### config.mk
export PLATFORM = sky130hd
export DESIGN_NAME = cfg_word_fetcher
export DESIGN_NICKNAME = d
export VERILOG_FILES = /design/src/rtl/cfg_fetch_pkg.sv /design/src/rtl/cfg_rst_sync.sv /design/src/rtl/cfg_fetch_seq.sv /design/src/rtl/cfg_word_store.sv /design/src/rtl/cfg_vec_select.sv /design/src/rtl/cfg_word_fetcher.sv
export SDC_FILE = /design/constraint.sdc
export NUM_CORES = 1
export LEC_CHECK = 0
export BUFFER_PORTS_ARGS = -buffer_cell sky130_fd_sc_hd__buf_2
export CORE_AREA = 10 10 166 168
export CTS_CLUSTER_SIZE = 28
export DETAILED_ROUTE_END_ITERATION = 10
export DIE_AREA = 0 0 176 178
export PLACE_DENSITY = 0.9
export SYNTH_ARGS = -nofsm -noshare
export SYNTH_HDL_FRONTEND = slang
export SYNTH_SLANG_ARGS = --single-unit
### constraint.sdc
create_clock -name clk -period 11.4 [get_ports clk]
set_input_delay 1.14 -clock clk [delete_from_list [all_inputs] [get_ports clk]]
set_output_delay 1.14 -clock clk [all_outputs]
set_load 0.02 [all_outputs]
### src/rtl/cfg_fetch_pkg.sv
package cfg_fetch_pkg;
  typedef enum logic [1:0] {
    ST_IDLE  = 2'd0,
    ST_FETCH = 2'd1,
    ST_DONE  = 2'd2
  } fetch_state_t;

  localparam logic [31:0] VEC_OFFSET = 32'h0000_0100;
  localparam logic [31:0] HIGH_BASE  = 32'hFFF0_0000;
  localparam logic [31:0] LOW_BASE   = 32'h0000_0000;
endpackage

### src/rtl/cfg_rst_sync.sv
module cfg_rst_sync #(
  parameter int STAGES = 2
) (
  input  logic clk,
  input  logic rst_n,
  output logic rst_n_sync
);
  logic [STAGES-1:0] sync_q;
  logic [STAGES-1:0] sync_d;

  always_comb begin
    sync_d = {sync_q[STAGES-2:0], 1'b1};
  end

  always_ff @(posedge clk or negedge rst_n) begin
    if (!rst_n) sync_q <= '0;
    else        sync_q <= sync_d;
  end

  assign rst_n_sync = sync_q[STAGES-1];
endmodule

### src/rtl/cfg_fetch_seq.sv
module cfg_fetch_seq
  import cfg_fetch_pkg::*;
#(
  parameter int NUM_READS  = 32,
  parameter int CNT_W      = 5,
  parameter int ADDR_W     = 32,
  parameter int STRIDE_LG2 = 3
) (
  input  logic              clk,
  input  logic              rst_n,
  input  logic              rd_valid,
  output logic              rd_req,
  output logic [ADDR_W-1:0] rd_addr,
  output logic              accept,
  output logic [CNT_W-1:0]  byte_idx,
  output logic              done
);
  localparam int PAD_W = ADDR_W - CNT_W - STRIDE_LG2;
  localparam logic [CNT_W-1:0] LAST_IDX = CNT_W'(NUM_READS - 1);

  fetch_state_t     state_q, state_d;
  logic [CNT_W-1:0] cnt_q, cnt_d;

  always_comb begin
    state_d = state_q;
    cnt_d   = cnt_q;
    unique case (state_q)
      ST_IDLE:  state_d = ST_FETCH;
      ST_FETCH: begin
        if (rd_valid) begin
          if (cnt_q == LAST_IDX) begin
            state_d = ST_DONE;
            cnt_d   = '0;
          end else begin
            cnt_d = cnt_q + 1'b1;
          end
        end
      end
      ST_DONE:  state_d = ST_DONE;
      default:  state_d = ST_IDLE;
    endcase
  end

  always_ff @(posedge clk or negedge rst_n) begin
    if (!rst_n) begin
      state_q <= ST_IDLE;
      cnt_q   <= '0;
    end else begin
      state_q <= state_d;
      cnt_q   <= cnt_d;
    end
  end

  assign rd_req   = (state_q == ST_FETCH);
  assign accept   = rd_req && rd_valid;
  assign byte_idx = cnt_q;
  assign done     = (state_q == ST_DONE);
  assign rd_addr  = {{PAD_W{1'b0}}, cnt_q, {STRIDE_LG2{1'b0}}};
endmodule

### src/rtl/cfg_word_store.sv
module cfg_word_store #(
  parameter int NUM_WORDS      = 8,
  parameter int BYTES_PER_WORD = 4,
  parameter int CNT_W          = 5
) (
  input  logic                                   clk,
  input  logic                                   rst_n,
  input  logic                                   wr_en,
  input  logic [CNT_W-1:0]                       byte_idx,
  input  logic [7:0]                             byte_in,
  output logic [NUM_WORDS*BYTES_PER_WORD*8-1:0]  words
);
  localparam int WORD_W = BYTES_PER_WORD * 8;

  for (genvar w = 0; w < NUM_WORDS; w++) begin : g_word
    for (genvar b = 0; b < BYTES_PER_WORD; b++) begin : g_byte
      localparam int SLOT = w * BYTES_PER_WORD + b;
      logic [7:0] slot_q, slot_d;
      logic       slot_en;

      assign slot_en = wr_en && (byte_idx == CNT_W'(SLOT));

      always_comb begin
        slot_d = slot_q;
        if (slot_en) slot_d = byte_in;
      end

      always_ff @(posedge clk or negedge rst_n) begin
        if (!rst_n) slot_q <= '0;
        else        slot_q <= slot_d;
      end

      // first byte of a group lands in the most significant slot
      assign words[w*WORD_W + WORD_W - 1 - 8*b -: 8] = slot_q;
    end
  end
endmodule

### src/rtl/cfg_vec_select.sv
module cfg_vec_select
  import cfg_fetch_pkg::*;
#(
  parameter int PREFIX_BIT = 22,
  parameter int ADDR_W     = 32
) (
  input  logic [31:0]       master_word,
  input  logic              done,
  output logic [ADDR_W-1:0] vec_base,
  output logic [ADDR_W-1:0] reset_vector
);
  logic [ADDR_W-1:0] base_sel;

  always_comb begin
    base_sel = master_word[PREFIX_BIT] ? ADDR_W'(HIGH_BASE) : ADDR_W'(LOW_BASE);
    if (done) begin
      vec_base     = base_sel;
      reset_vector = base_sel + ADDR_W'(VEC_OFFSET);
    end else begin
      vec_base     = '0;
      reset_vector = '0;
    end
  end
endmodule

### src/rtl/cfg_word_fetcher.sv
module cfg_word_fetcher #(
  parameter int NUM_WORDS      = 8,
  parameter int BYTES_PER_WORD = 4,
  parameter int ADDR_W         = 32,
  parameter int STRIDE_LG2     = 3,
  parameter int PREFIX_BIT     = 22,
  parameter int SYNC_STAGES    = 2,
  localparam int WORD_W        = BYTES_PER_WORD * 8,
  localparam int SLAVE_W       = (NUM_WORDS - 1) * WORD_W
) (
  input  logic               clk,
  input  logic               rst_n,
  output logic [ADDR_W-1:0]  rd_addr,
  output logic               rd_req,
  input  logic [7:0]         rd_data,
  input  logic               rd_valid,
  output logic               cfg_hold,
  output logic               done,
  output logic [WORD_W-1:0]  master_word,
  output logic [SLAVE_W-1:0] slave_words,
  output logic [ADDR_W-1:0]  vec_base,
  output logic [ADDR_W-1:0]  reset_vector
);
  localparam int NUM_READS = NUM_WORDS * BYTES_PER_WORD;
  localparam int CNT_W     = $clog2(NUM_READS);

  logic                        rst_n_int;
  logic                        accept;
  logic [CNT_W-1:0]            byte_idx;
  logic [NUM_WORDS*WORD_W-1:0] words;

  cfg_rst_sync #(.STAGES(SYNC_STAGES)) u_rst (
    .clk        (clk),
    .rst_n      (rst_n),
    .rst_n_sync (rst_n_int)
  );

  cfg_fetch_seq #(
    .NUM_READS  (NUM_READS),
    .CNT_W      (CNT_W),
    .ADDR_W     (ADDR_W),
    .STRIDE_LG2 (STRIDE_LG2)
  ) u_seq (
    .clk      (clk),
    .rst_n    (rst_n_int),
    .rd_valid (rd_valid),
    .rd_req   (rd_req),
    .rd_addr  (rd_addr),
    .accept   (accept),
    .byte_idx (byte_idx),
    .done     (done)
  );

  cfg_word_store #(
    .NUM_WORDS      (NUM_WORDS),
    .BYTES_PER_WORD (BYTES_PER_WORD),
    .CNT_W          (CNT_W)
  ) u_store (
    .clk      (clk),
    .rst_n    (rst_n_int),
    .wr_en    (accept),
    .byte_idx (byte_idx),
    .byte_in  (rd_data),
    .words    (words)
  );

  assign master_word = done ? words[WORD_W-1:0] : '0;
  assign slave_words = done ? words[NUM_WORDS*WORD_W-1:WORD_W] : '0;
  assign cfg_hold    = !done;

  cfg_vec_select #(
    .PREFIX_BIT (PREFIX_BIT),
    .ADDR_W     (ADDR_W)
  ) u_vec (
    .master_word  (master_word),
    .done         (done),
    .vec_base     (vec_base),
    .reset_vector (reset_vector)
  );
endmodule

* After elaboration in Yosys (flattened, before gate mapping)
Index checks and enable logic that the tools add are counted.
Widths: inputs -> output; s select.
** Word-level totals
- Bits in registers :: 265
- Latch bits :: 0
- RAM bits :: 0
- Memory bits (read-only) :: 0
- Bits of input ports :: 11
- Word-level logic and storage cells :: 119
- Memories :: 0
** Operators by class
- Add/sub/neg operators :: 2
- $mul :: 0
- Divide/modulo/power cells :: 0
- Magnitude comparators :: 0
- Equality and inequality tests :: 35
- Shift-type cells :: 0
- Multiplexer cells :: 9
- Bitwise gates (word level) :: 0
- Reductions and logical operators :: 38
** Operators by type and width (number)
- $mux 224 :: 1
- $mux 32 :: 4
- $eq 5x5->1 const B :: 16
- $eq 5x4->1 const B :: 8
- $logic_and 1x1->1 :: 33
- $add 32x9->32 const B :: 1
- $eq 5x3->1 const B :: 4
- $eq 5x2->1 const B :: 2
- $pmux 2 s3 :: 1
- $add 5x1->5 const B :: 1
- $eq 5x1->1 const B :: 1
- $logic_not 5->1 :: 1
- $mux 5 :: 1
- $mux 2 :: 2
- $ne 2x2->1 const B :: 2
- $reduce_and 2->1 :: 2
- $eq 2x1->1 const B :: 1
- $eq 2x2->1 const B :: 1
- $logic_not 2->1 :: 1
- $logic_not 1->1 :: 1

* Depth between registers and ports, before layout
- Depth in word-level cells :: 5
- Mapped depth :: 7

* Cells and area by module
A second synthesis with hierarchy kept.
** Second synthesis, totals
- Cells, all modules :: 1013
- Area, all modules :: 12620.9 um^2
** By module, submodules not included
- cfg_word_store :: times used 1, cells an instance 594, area an instance 9719.3 um^2, seq. area each 6406.1 um^2
- cfg_word_fetcher :: times used 1, cells an instance 285, area an instance 1747.9 um^2, seq. area each 0.0 um^2
- cfg_fetch_seq :: times used 1, cells an instance 66, area an instance 616.8 um^2, seq. area each 175.2 um^2
- cfg_vec_select :: times used 1, cells an instance 65, area an instance 483.0 um^2, seq. area each 0.0 um^2
- cfg_rst_sync :: times used 1, cells an instance 3, area an instance 53.8 um^2, seq. area each 50.0 um^2

* Worst setup path after synthesis
OpenSTA, ideal clock, no wires.
- Path type :: flip-flop to output port
- From :: reg u_seq.state_q[0]
- To :: out reset_vector[20]
- Arrival time :: 2.210 ns
- Path slack :: 8.050 ns
- Cell stages (with the launch flop) :: 7
- Cell sequence :: dfrtp_1 > inv_1 > ha_1 > clkbuf_1 > clkbuf_1 > and2_1 > buf_4
** On the way
- Longest elaborated chain between the ends :: 5
** Ends and longest elaborated chain
- start: declaration :: RTL line cfg_fetch_seq.sv:21 : fetch_state_t state_q, state_d;
- start signal: assignment :: RTL line cfg_fetch_seq.sv:49 : state_q <= state_d;
- $eq 2x2->1 :: RTL line cfg_fetch_seq.sv:57 : assign done = (state_q == ST_DONE);
- net done :: RTL line cfg_word_fetcher.sv:18 : output logic done,
- $mux 32 :: RTL line cfg_word_fetcher.sv:67 : assign master_word = done ? words[WORD_W-1:0] : '0;
- net master_word[22] :: RTL line cfg_word_fetcher.sv:19 : output logic [WORD_W-1:0] master_word,
- $mux 32 :: RTL line cfg_vec_select.sv:15 : base_sel = master_word[PREFIX_BIT] ? ADDR_W'(HIGH_BASE) : ADDR_W'(LOW_BASE);
- $add 32x9->32 :: RTL line cfg_vec_select.sv:18 : reset_vector = base_sel + ADDR_W'(VEC_OFFSET);
- $mux 32 :: RTL line cfg_vec_select.sv:16 : if (done) begin
- end: declaration :: RTL line cfg_word_fetcher.sv:22 : output logic [ADDR_W-1:0] reset_vector
The timed path passes the listed nets, and every way through them passes these cells.

* Worst setup path in the final report
- From :: reg u_seq.state_q[0]
- To :: out slave_words[176]
** On the way
- Longest elaborated chain between the ends :: 2
** Ends and longest elaborated chain
- $eq 2x2->1 :: RTL line cfg_fetch_seq.sv:57
- $mux 224 :: RTL line cfg_word_fetcher.sv:68 : assign slave_words = done ? words[NUM_WORDS*WORD_W-1:WORD_W] : '0;
- end: declaration :: RTL line cfg_word_fetcher.sv:20 : output logic [SLAVE_W-1:0] slave_words,
Every way passes these cells.

==> results.sh <==
export IMPL_period_share_pct=33.8
export IMPL_crit_chain="inv_1 -> ha_4 -> buf_4 -> and2_1 -> buf_2"
export IMPL_slowest_stage="buf_4"
export IMPL_gp_congestion=0.792
export IMPL_htree_num_levels=1
export IMPL_ys_seq_area_share_pct=52.2
export IMPL_hold_class="register to async pin"
export IMPL_skew_ns=0.0202
export IMPL_dieArea_sq_mm=0.0313
export IMPL_row_count=57
export IMPL_die_height_microns=178
export IMPL_cts_tree="done"
export IMPL_ir_worst_vdd_uv=137
export IMPL_outcome="complete, no violations"
export IMPL_grt_max_degree=117
export IMPL_area_growth_pct=16.3
export IMPL_fp_coreArea_sq_mm=0.0241
export IMPL_cts_buffers=27
export IMPL_clk_path_buf_depth=3
export IMPL_cp_end_kind="output pin"
export IMPL_p_leak_nw=8.11
export IMPL_firstDrtPassIters=4
export IMPL_final_setup_viol_count=0
export IMPL_hold_buffers=0
export IMPL_max_stage_delay_ns=0.70
export IMPL_dpl_cell_count=1553
export IMPL_criticalPathCategory="register to output pin"
export IMPL_synthDistinctLibCells=32
export IMPL_netlist_area_sq_mm=0.0127
export IMPL_fin_crit_ns=3.86
export IMPL_worst_slack_ns=7.54
export IMPL_routed_wl_mm=33.3
export IMPL_dp_hpwl_mm=23.0
export IMPL_power_density_mw_per_mm2=224
export IMPL_cts_root_buffer="clkbuf_16"
export IMPL_clk_pin_slew_ns=0.06
export IMPL_syn_inst=1015
export IMPL_hold_viol_final=0
export IMPL_grt_overflow_total=0
export IMPL_crit_required_ns=10.26
export IMPL_grt_total_usage_pct=20.2
export IMPL_start_kind="register"
export IMPL_report_final_slew_viol_count=0
export IMPL_worstPathArrival_ns=2.72
export IMPL_slew_headroom_pct=28.8
export IMPL_grt_pass1_vias=8715
export IMPL_clk_latency_ns=0.54
export IMPL_vias=8144
export IMPL_utilization_pct=61.3
export IMPL_cts_resized=0
export IMPL_via_per_inst=5.09
export IMPL_maxCapViolCount=0
export IMPL_drtIter0Drc=479
export IMPL_start_util_pct=52.7
export IMPL_synth_edf_count=0
export IMPL_wire_per_inst_microns=20.8
export IMPL_final_cells=1601
export IMPL_synth_seq_cells=265
export IMPL_holdWs_ns=0.348
export IMPL_finalSetupTns_ns=0
export IMPL_nets=1279
export IMPL_numClockSinks=265
export IMPL_path_max_fanout=116
export IMPL_synth_ff_type="dfrtp_1"
export IMPL_port_buffers=299
export IMPL_mostFrequentLayoutCells="buf_2 (299), dfrtp_1 (264), and2_1 (257)"
export IMPL_drtAntennaViolNets=0
export IMPL_drc_errors=0
export IMPL_cts_setup_buffers=0
export IMPL_fmax_mhz=259
export IMPL_rsz0062_at_grt="false"
export IMPL_syn_avg_cell_area_sq_um=12.5
export IMPL_drive_gt1_share_pct=48.4
export IMPL_antenna_found_initial=1
export IMPL_dp_slack_ns=8.09
export IMPL_grt_pass1_wl_mm=50.5
export IMPL_synth_async_sr_flop_share_pct=100
export IMPL_worstMarginPinSlew_ns=1.07
export IMPL_die_w_microns=176
export IMPL_final_common_cell="buf_2"
export IMPL_ys_warn_count=0
export IMPL_ioPinCount=366
power by group:
| group | internal, W | switching, W | total, W |
|---|---|---|---|
| clock | 0.000470 | 0.000357 | 0.000827 |
| combinational | 0.000432 | 0.000669 | 0.00110 |
| sequential | 0.00121 | 0.000166 | 0.00138 |
registers in the layout, summed over array words and instances, names as in the netlist:
signal and flops:
u_rst.sync_q 2, u_store.g_word.g_byte.slot_q 256, u_seq.state_q 2, u_seq.byte_idx 5
cell usage after synthesis, types with 2 or more instances:
cell type	n	share of area [%]
dfrtp_1	265	52
and2_1	257	13
mux2_2	240	21
buf_4	96	5.7
clkbuf_1	56	1.7
nor2_2	22	1.1
mux2_1	18	1.6
ha_1	10	0.98
inv_1	6	0.18
nand2_1	6	0.18
nand2b_1	4	0.20
nand3_1	4	0.16
buf_2	3	0.12
nand4b_1	3	0.21
conb_1	2	0.059
nand4_2	2	0.20
nor3_4	2	0.26
nor4_4	2	0.33
o21ai_0	2	0.079
or3_1	2	0.098
or4_1	2	0.12
per-stage QoR:
| step | area [sq um] | total power, W |
|---|---|---|
| 2_1_floorplan | 13000 | 0.00220 |
| 3_3_place_gp | 14000 | 0.00245 |
| 3_5_place_dp | 14000 | 0.00250 |
| 4_1_cts | 14800 | 0.00334 |
| 5_1_grt | 14800 | 0.00348 |
| 6_report | 14800 | 0.00331 |
per-layer routing:
layer	share of wire (%)	track usage [%]	vias to the layer above
met5	0	0	-
met4	2.7	6.29	0
met3	7.9	6.00	57
met2	49	34.5	310
met1	41	24.3	4094
li1	-	-	3683
path summary, 6_finish.rpt:
path,cells after the start,slack (ns),end,startpoint
setup / recovery,5,7.54,slave_words[176],u_seq.state_q[0]
min in group clk,0,0.35,u_rst.sync_q[1],u_rst.sync_q[0]
max in group asynchronous,2,8.85,u_store.g_word[1].g_byte[1].slot_q[6],u_rst.sync_q[1]
hold / removal,0,0.35,u_store.g_word[3].g_byte[0].slot_q[5],u_rst.sync_q[1]
setup reg to reg,5,8.68,u_store.g_word[0].g_byte[0].slot_q[3],u_seq.state_q[1]
hold reg to reg,0,0.35,u_store.g_word[3].g_byte[0].slot_q[5],u_rst.sync_q[1]
cell type report:
type / instances / area [sq um]
Inverter: 6 / 22.5
Timing Repair Buffer: 304 / 1530
Multi-Input combinational cell: 654 / 5360
Antenna cell: 1 / 2.50
Clock inverter: 12 / 92.6
Clock buffer: 35 / 726
Sequential cell: 265 / 6640
Tap cell: 324 / 405
Fill cell: 1877 / 9320
critical path, delay by kind of cell (launching register included):
family	cells	cell delay [ns]
buffers and inverters	3	1.01
adders and majority gates	1	0.45
DFF	1	0.40
and+or+nand+nor	1	0.24
cell families after synthesis:
group | count (synthesis) | synth area share, %
AND/OR/NAND/NOR | 313 | 15.9
flip-flops | 265 | 52.2
multiplexers | 258 | 22.9
buffers and inverters | 161 | 7.62
adder cells (fa/ha/maj) | 10 | 0.985
AO/OA/AOI/OAI | 5 | 0.276
other | 2 | 0.0591
XOR/XNOR | 1 | 0.0689
(Power assumes the default switching activity.)
